===== config.mk =====
export PLATFORM = sky130hd
export DESIGN_NAME = llsc_monitor
export DESIGN_NICKNAME = d
export VERILOG_FILES = /design/src/rtl/llsc_pkg.sv /design/src/rtl/llsc_word_mem.sv /design/src/rtl/llsc_order_resolve.sv /design/src/rtl/llsc_link_reg.sv /design/src/rtl/llsc_monitor.sv
export SDC_FILE = /design/constraint.sdc
export NUM_CORES = 2
export LEC_CHECK = 0
export ABC_AREA = 0
export BUFFER_PORTS_ARGS = -buffer_cell sky130_fd_sc_hd__buf_2
export CAP_MARGIN = 15
export CORE_ASPECT_RATIO = 1.25
export CORE_MARGIN = 3
export CORE_UTILIZATION = 40
export CTS_CLUSTER_SIZE = 20
export DETAILED_ROUTE_END_ITERATION = 8
export GPL_ROUTABILITY_DRIVEN = 0
export SYNTH_ARGS = -nofsm -noshare
export SYNTH_HDL_FRONTEND = slang
export SYNTH_SLANG_ARGS = --single-unit

===== constraint.sdc =====
create_clock -name clk -period 3.4 [get_ports clk]
set_input_delay 0.17 -clock clk [delete_from_list [all_inputs] [get_ports clk]]
set_output_delay 0.17 -clock clk [all_outputs]
set_load 0.05 [all_outputs]

===== src/rtl/llsc_pkg.sv =====
package llsc_pkg;
  typedef enum logic [1:0] {
    OP_LOAD  = 2'b00,
    OP_STORE = 2'b01,
    OP_LINK  = 2'b10,
    OP_COND  = 2'b11
  } op_e;
endpackage


===== src/rtl/llsc_word_mem.sv =====
module llsc_word_mem #(
  parameter int NREQ = 4,
  parameter int IW   = 4,
  parameter int DW   = 32
) (
  input  logic               clk,
  input  logic [NREQ-1:0]    wr_en,
  input  logic [NREQ*IW-1:0] wr_idx,
  input  logic [NREQ*DW-1:0] wr_data,
  input  logic [NREQ*IW-1:0] rd_idx,
  output logic [NREQ*DW-1:0] rd_data
);
  localparam int WORDS = 1 << IW;

  logic [DW-1:0] mem_q [WORDS];

  // Writes land in ascending index order; the last one to a word wins.
  always_ff @(posedge clk) begin
    for (int i = 0; i < NREQ; i++) begin
      if (wr_en[i]) begin
        mem_q[wr_idx[i*IW +: IW]] <= wr_data[i*DW +: DW];
      end
    end
  end

  // Reads see the contents before this cycle's writes.
  always_comb begin
    for (int i = 0; i < NREQ; i++) begin
      rd_data[i*DW +: DW] = mem_q[rd_idx[i*IW +: IW]];
    end
  end
endmodule


===== src/rtl/llsc_order_resolve.sv =====
module llsc_order_resolve #(
  parameter int NREQ = 4,
  parameter int IW   = 4
) (
  input  logic [NREQ-1:0]    is_store,
  input  logic [NREQ-1:0]    is_cond,
  input  logic [NREQ*IW-1:0] req_idx,
  input  logic [NREQ-1:0]    link_vld,
  input  logic [NREQ*IW-1:0] link_idx,
  output logic [NREQ-1:0]    wr_en,
  output logic [NREQ-1:0]    cond_ok
);
  logic [NREQ-1:0] wr_v;
  logic [NREQ-1:0] ok_v;

  // Walk requesters in ascending order; an earlier write to the same
  // word breaks a later conditional store.
  always_comb begin
    wr_v = '0;
    ok_v = '0;
    for (int i = 0; i < NREQ; i++) begin
      logic blocked;
      logic eligible;
      blocked = 1'b0;
      for (int j = 0; j < i; j++) begin
        if (wr_v[j] && (req_idx[j*IW +: IW] == req_idx[i*IW +: IW])) begin
          blocked = 1'b1;
        end
      end
      eligible = is_cond[i] && link_vld[i] &&
                 (link_idx[i*IW +: IW] == req_idx[i*IW +: IW]);
      ok_v[i] = eligible && !blocked;
      wr_v[i] = is_store[i] || ok_v[i];
    end
  end

  assign wr_en   = wr_v;
  assign cond_ok = ok_v;
endmodule


===== src/rtl/llsc_link_reg.sv =====
module llsc_link_reg #(
  parameter int NREQ = 4,
  parameter int IW   = 4,
  parameter int SELF = 0
) (
  input  logic               clk,
  input  logic               rst_n,
  input  logic               cancel,
  input  logic               set_link,
  input  logic               own_cond,
  input  logic [IW-1:0]      req_idx,
  input  logic [NREQ-1:0]    wr_en,
  input  logic [NREQ*IW-1:0] wr_idx,
  output logic               link_vld,
  output logic [IW-1:0]      link_idx
);
  logic          vld_q, vld_d;
  logic [IW-1:0] idx_q;
  logic [IW-1:0] watch_idx;
  logic          foreign_hit;

  assign watch_idx = set_link ? req_idx : idx_q;

  always_comb begin
    foreign_hit = 1'b0;
    for (int j = 0; j < NREQ; j++) begin
      if ((j != SELF) && wr_en[j] && (wr_idx[j*IW +: IW] == watch_idx)) begin
        foreign_hit = 1'b1;
      end
    end
  end

  always_comb begin
    if (cancel || own_cond) begin
      vld_d = 1'b0;
    end else if (set_link) begin
      vld_d = !foreign_hit;
    end else begin
      vld_d = vld_q && !foreign_hit;
    end
  end

  always_ff @(posedge clk or negedge rst_n) begin
    if (!rst_n) begin
      vld_q <= 1'b0;
    end else begin
      vld_q <= vld_d;
    end
  end

  always_ff @(posedge clk) begin
    if (set_link) begin
      idx_q <= req_idx;
    end
  end

  assign link_vld = vld_q;
  assign link_idx = idx_q;
endmodule


===== src/rtl/llsc_monitor.sv =====
module llsc_monitor #(
  parameter int NREQ = 4,
  parameter int AW   = 6,
  parameter int WB   = 2,
  parameter int DW   = 32
) (
  input  logic               clk,
  input  logic               rst_n,
  input  logic [NREQ-1:0]    req_valid,
  input  logic [NREQ*2-1:0]  req_op,
  input  logic [NREQ*AW-1:0] req_addr,
  input  logic [NREQ*DW-1:0] req_wdata,
  input  logic [NREQ-1:0]    cancel,
  output logic [NREQ-1:0]    rsp_valid,
  output logic [NREQ-1:0]    rsp_ok,
  output logic [NREQ*DW-1:0] rsp_rdata
);
  import llsc_pkg::*;

  localparam int IW = AW - WB;

  logic [NREQ-1:0]    is_store, is_cond, is_link, is_read;
  logic [NREQ*IW-1:0] req_idx;
  logic [NREQ*WB-1:0] addr_offset_unused;
  logic [NREQ-1:0]    link_vld;
  logic [NREQ*IW-1:0] link_idx;
  logic [NREQ-1:0]    wr_en, cond_ok;
  logic [NREQ*DW-1:0] rd_data;

  logic [NREQ-1:0]    rsp_valid_q, rsp_valid_d;
  logic [NREQ-1:0]    rsp_ok_q, rsp_ok_d;
  logic [NREQ*DW-1:0] rsp_rdata_q, rsp_rdata_d;

  for (genvar g = 0; g < NREQ; g++) begin : g_dec
    op_e op;
    assign op = op_e'(req_op[g*2 +: 2]);
    assign is_store[g] = req_valid[g] && (op == OP_STORE);
    assign is_cond[g]  = req_valid[g] && (op == OP_COND);
    assign is_link[g]  = req_valid[g] && (op == OP_LINK);
    assign is_read[g]  = req_valid[g] && ((op == OP_LOAD) || (op == OP_LINK));
    assign req_idx[g*IW +: IW] = req_addr[g*AW + WB +: IW];
    assign addr_offset_unused[g*WB +: WB] = req_addr[g*AW +: WB];
  end

  llsc_order_resolve #(.NREQ(NREQ), .IW(IW)) u_resolve (
    .is_store (is_store),
    .is_cond  (is_cond),
    .req_idx  (req_idx),
    .link_vld (link_vld),
    .link_idx (link_idx),
    .wr_en    (wr_en),
    .cond_ok  (cond_ok)
  );

  for (genvar g = 0; g < NREQ; g++) begin : g_link
    llsc_link_reg #(.NREQ(NREQ), .IW(IW), .SELF(g)) u_link (
      .clk      (clk),
      .rst_n    (rst_n),
      .cancel   (cancel[g]),
      .set_link (is_link[g]),
      .own_cond (is_cond[g]),
      .req_idx  (req_idx[g*IW +: IW]),
      .wr_en    (wr_en),
      .wr_idx   (req_idx),
      .link_vld (link_vld[g]),
      .link_idx (link_idx[g*IW +: IW])
    );
  end

  llsc_word_mem #(.NREQ(NREQ), .IW(IW), .DW(DW)) u_mem (
    .clk     (clk),
    .wr_en   (wr_en),
    .wr_idx  (req_idx),
    .wr_data (req_wdata),
    .rd_idx  (req_idx),
    .rd_data (rd_data)
  );

  always_comb begin
    rsp_valid_d = req_valid;
    rsp_ok_d    = cond_ok;
    for (int i = 0; i < NREQ; i++) begin
      rsp_rdata_d[i*DW +: DW] = is_read[i] ? rd_data[i*DW +: DW] : '0;
    end
  end

  always_ff @(posedge clk or negedge rst_n) begin
    if (!rst_n) begin
      rsp_valid_q <= '0;
      rsp_ok_q    <= '0;
      rsp_rdata_q <= '0;
    end else begin
      rsp_valid_q <= rsp_valid_d;
      rsp_ok_q    <= rsp_ok_d;
      rsp_rdata_q <= rsp_rdata_d;
    end
  end

  assign rsp_valid = rsp_valid_q;
  assign rsp_ok    = rsp_ok_q;
  assign rsp_rdata = rsp_rdata_q;
endmodule


==> results.py <==
metrics = {
    "run_status": {
        "outcome": "finished, final reports clean",
    },
    "worst_setup_path": {
        "crit_path_max_fanout": 19,
        "cp_num_buf_inv": 2,
        "cp.arrival_ns": 3.68,
        "critPathRequiredTime_ns": 3.79,
        "cp-end-kind": "flop",
        "max_stage_delay_ns": 0.46,
        "crit_type": "reg2reg",
        "cp_top_family": "simple AND/OR/NAND/NOR gates",
        "cp_slowest_cell": "nor3_1",
        "startpoint_type": "flop",
        "path_cells": "xor2_1, or3_4, nor3_1, o21a_2, a21oi_4, a22oi_4, buf_12, and4_2, nand3b_1, buf_4",
    },
    "logic_synthesis": {
        "ys_warn_count": 0,
        "synthesis.area_mm2": 0.05576,
        "syn_area_per_cell_um2": 12.70,
        "async_flop_share": 0.2096,
        "synth_edf_count": 512,
        "synth_seq_area_share": 0.3443,
        "synth_ff_type": "edfxtp_1",
        "ys_ff_latch": 668,
        "yosysUniqueCellTypes": 53,
        "synthCells": 4391,
        "syn_nets": 4561,
    },
    "flow_run": {
        "maxCapViolCount": 0,
    },
    "power": {
        "power.leakage_nw": 22.31,
        "ir_worst_vdd_mv": 0.3486,
        "combPwrFrac": 0.205,
        "powerDensity_mw_per_mm2": 365.4,
        "p_int_w": 0.01638,
        "power_w": 0.02326,
        "clockPowerShare": 0.393,
        "power.switching_w": 0.006887,
        "p_sw_frac": 0.2961,
        "seq_power_share": 0.401,
    },
    "global_routing": {
        "grt_max_degree": 101,
        "grt_pass1_wl_um": 322600,
        "grtUsageTotal": 0.3142,
        "grt_pass1_vias": 42479,
        "overflow": 0,
        "antenna_found_initial": 34,
    },
    "sta": {
        "min_period_ns": 3.293,
        "setup_viol": 0,
        "maxSlewViolCount": 0,
        "finClkSkew_ns": 0.05310,
        "fin_setup_tns_ns": 0,
        "setup_slack_ns": 0.1075,
        "post-route-period-util": 0.9684,
        "rsz0062_at_grt": "false",
        "fmax_mhz": 303.7,
        "relSlewSlack": 0.2670,
        "hold_viol": 0,
        "tightest_slew_ns": 1.100,
    },
    "detailed_routing": {
        "wirelength_um": 230600,
        "vias": 42614,
        "routedWlPerCell_um": 35.90,
        "drc_errors": 0,
        "dr.pass1.iters": 6,
        "drt_iter0_drc": 5615,
        "vias_per_cell": 6.636,
        "drtAntennaViolNets": 0,
    },
    "place": {
        "post-place-cells": 6206,
        "hpwl_um": 147400,
        "place_area_mm2": 0.06043,
        "pre_cts_ws_ns": -0.1121,
        "port_buffers": 297,
    },
    "cells_and_area": {
        "areaGrowthSynthToFinish_pct": 14.18,
        "final_cell_mix": "640 x mux4_2, 528 x mux2i_1, 512 x edfxtp_1",
        "num-fill-cells": 12255,
        "final_cells": 6422,
        "drive_above_1_share": 0.4030,
        "final_nets": 4655,
        "layout_commonest_cell": "mux4_2",
        "fin_area_mm2": 0.06366,
    },
    "clock_network": {
        "cts_buffers": 80,
        "max-clock-path-buffers": 3,
        "root_buffer": "clkbuf_16",
        "cts_sinks": 668,
        "htree_levels": 3,
        "clk_pin_slew_worst_paths_ns": 0.07,
        "cts_tree": "built",
        "cts_resized": 0,
        "clock_latency_ns": 0.73,
    },
    "floorplanning": {
        "dieArea_mm2": 0.1439,
        "start_util": 0.4044,
        "rows": 152,
        "pin_count": 306,
        "die_x_um": 339.9,
        "die-height_um": 423.4,
        "coreArea_mm2": 0.1379,
    },
    "min_path": {
        "hold_class": "in2reg",
    },
}
through the flow:
stage	util	hold WS [ns]
2_1_floorplan	-	-0.1256
3_3_place_gp	0.4383	0.06097
3_5_place_dp	0.4383	0.06458
4_1_cts	0.4614	0.001171
5_1_grt	0.4614	0.03924
6_report	0.4617	0.03165
power groups by stage:
stage	sequential [W]	clock [W]	combinational [W]
2_1_floorplan	0.00976	0	0.00293
3_3_place_gp	0.00949	0	0.00463
3_5_place_dp	0.00950	0	0.00468
4_1_cts	0.00933	0.00929	0.00474
5_1_grt	0.00937	0.00959	0.00500
6_report	0.00934	0.00915	0.00477
layout make-up:
type	instances	area, um2	share of cell area
inverters	16	60.06	0.0009433
diodes	21	52.55	0.0008254
clock buffers	105	2241	0.03520
repair buffers	593	5266	0.08272
clock inverters	45	471.7	0.007409
flip-flops and latches	668	19200	0.3016
multi-input cells	3126	34060	0.5350
well taps	1848	2312	0.03632
cell usage after synthesis, types with 2 or more instances:
| cell type | number | area [um2] |
|---|---|---|
| a31oi_1 | 2 | 12.51 |
| nor4_1 | 13 | 81.33 |
| nand2_1 | 51 | 191.4 |
| o21a_1 | 2 | 15.01 |
| nor3_4 | 7 | 113.9 |
| nor4_4 | 6 | 127.6 |
| o2111ai_1 | 13 | 113.9 |
| a211oi_1 | 2 | 15.01 |
| and2_1 | 4 | 25.02 |
| xnor2_1 | 58 | 508.0 |
| nand2b_1 | 11 | 68.82 |
| edfxtp_1 | 512 | 15370 |
| dfrtp_1 | 140 | 3503 |
| o21bai_1 | 3 | 22.52 |
| a221oi_1 | 4 | 35.03 |
| nor3_1 | 6 | 30.03 |
| inv_1 | 16 | 60.06 |
| a211o_1 | 3 | 26.28 |
| o21ai_0 | 37 | 185.2 |
| or2_2 | 4 | 25.02 |
| a21oi_1 | 486 | 2432 |
| or3b_1 | 4 | 35.03 |
| nand4_1 | 6 | 37.54 |
| buf_1 | 107 | 401.6 |
| clkbuf_1 | 296 | 1111 |
| mux2i_1 | 528 | 5285 |
| dfxtp_1 | 16 | 320.3 |
| mux2_1 | 68 | 765.7 |
| nor2_1 | 503 | 1888 |
| mux2_4 | 203 | 3048 |
| or3_1 | 4 | 25.02 |
| mux4_2 | 640 | 14410 |
| nand3_1 | 8 | 40.04 |
| buf_6 | 39 | 439.2 |
| and3_1 | 13 | 81.33 |
| and4_1 | 4 | 35.03 |
| buf_4 | 38 | 285.3 |
| buf_2 | 100 | 500.5 |
| xor2_1 | 30 | 262.8 |
| mux2_2 | 241 | 2714 |
| nor2b_1 | 136 | 850.8 |
| nand3b_1 | 16 | 120.1 |
cell families (layout without fill, tap and decap cells):
family / count (synthesis) / after routing / share of synthesized area
compound gates: 559 / 559 / 0.05273
xor+xnor: 88 / 88 / 0.01382
buf+inv: 597 / 759 / 0.05053
flops: 668 / 668 / 0.3443
mux: 1680 / 1680 / 0.4704
other cells: 0 / 21 / 0
simple gates: 799 / 799 / 0.06824
per-layer routing:
metal  GRT usage  part of all wire  vias to the layer above  wire length, um
met4      0.2066             0.075                       24            17400
met3     0.08423              0.11                      811            25850
li1            -                 -                    17211                -
met5           0           0.00064                        -              148
met1      0.3761              0.35                    21401            79820
met2      0.4988              0.47                     3167           107300
timing repair:
item,4_1_cts,5_1_grt
endpoints found under the setup margin,32,15
setup buffers,3,0
hold buffers,42,0
endpoints found under the hold margin,259,0
pin swaps,1,2
state kept, by name, indices dropped and copies added, names as in the netlist:
signal,cells
g_link.u_link.link_vld,4
rsp_valid,4
rsp_rdata,128
u_mem.mem_q,512
rsp_ok,4
g_link.u_link.link_idx,16
worst paths after layout:
kind	startpoint	to	slack, ns	cells after the start
worst max-delay path	g_link[0].u_link.link_idx[1]	u_mem.mem_q[3][27]	0.11	10
max in group asynchronous	rst_n	rsp_rdata[66]	2.18	4
min in group asynchronous	rst_n	rsp_rdata[49]	0.55	4
worst min-delay path	req_wdata[126]	u_mem.mem_q[4][30]	0.03	2
worst min register to register	g_link[0].u_link.link_idx[1]	g_link[0].u_link.link_idx[1]	0.62	3
worst max register to register	g_link[0].u_link.link_idx[1]	u_mem.mem_q[3][27]	0.11	10
Note: power is estimated with default switching activity, not from simulation.
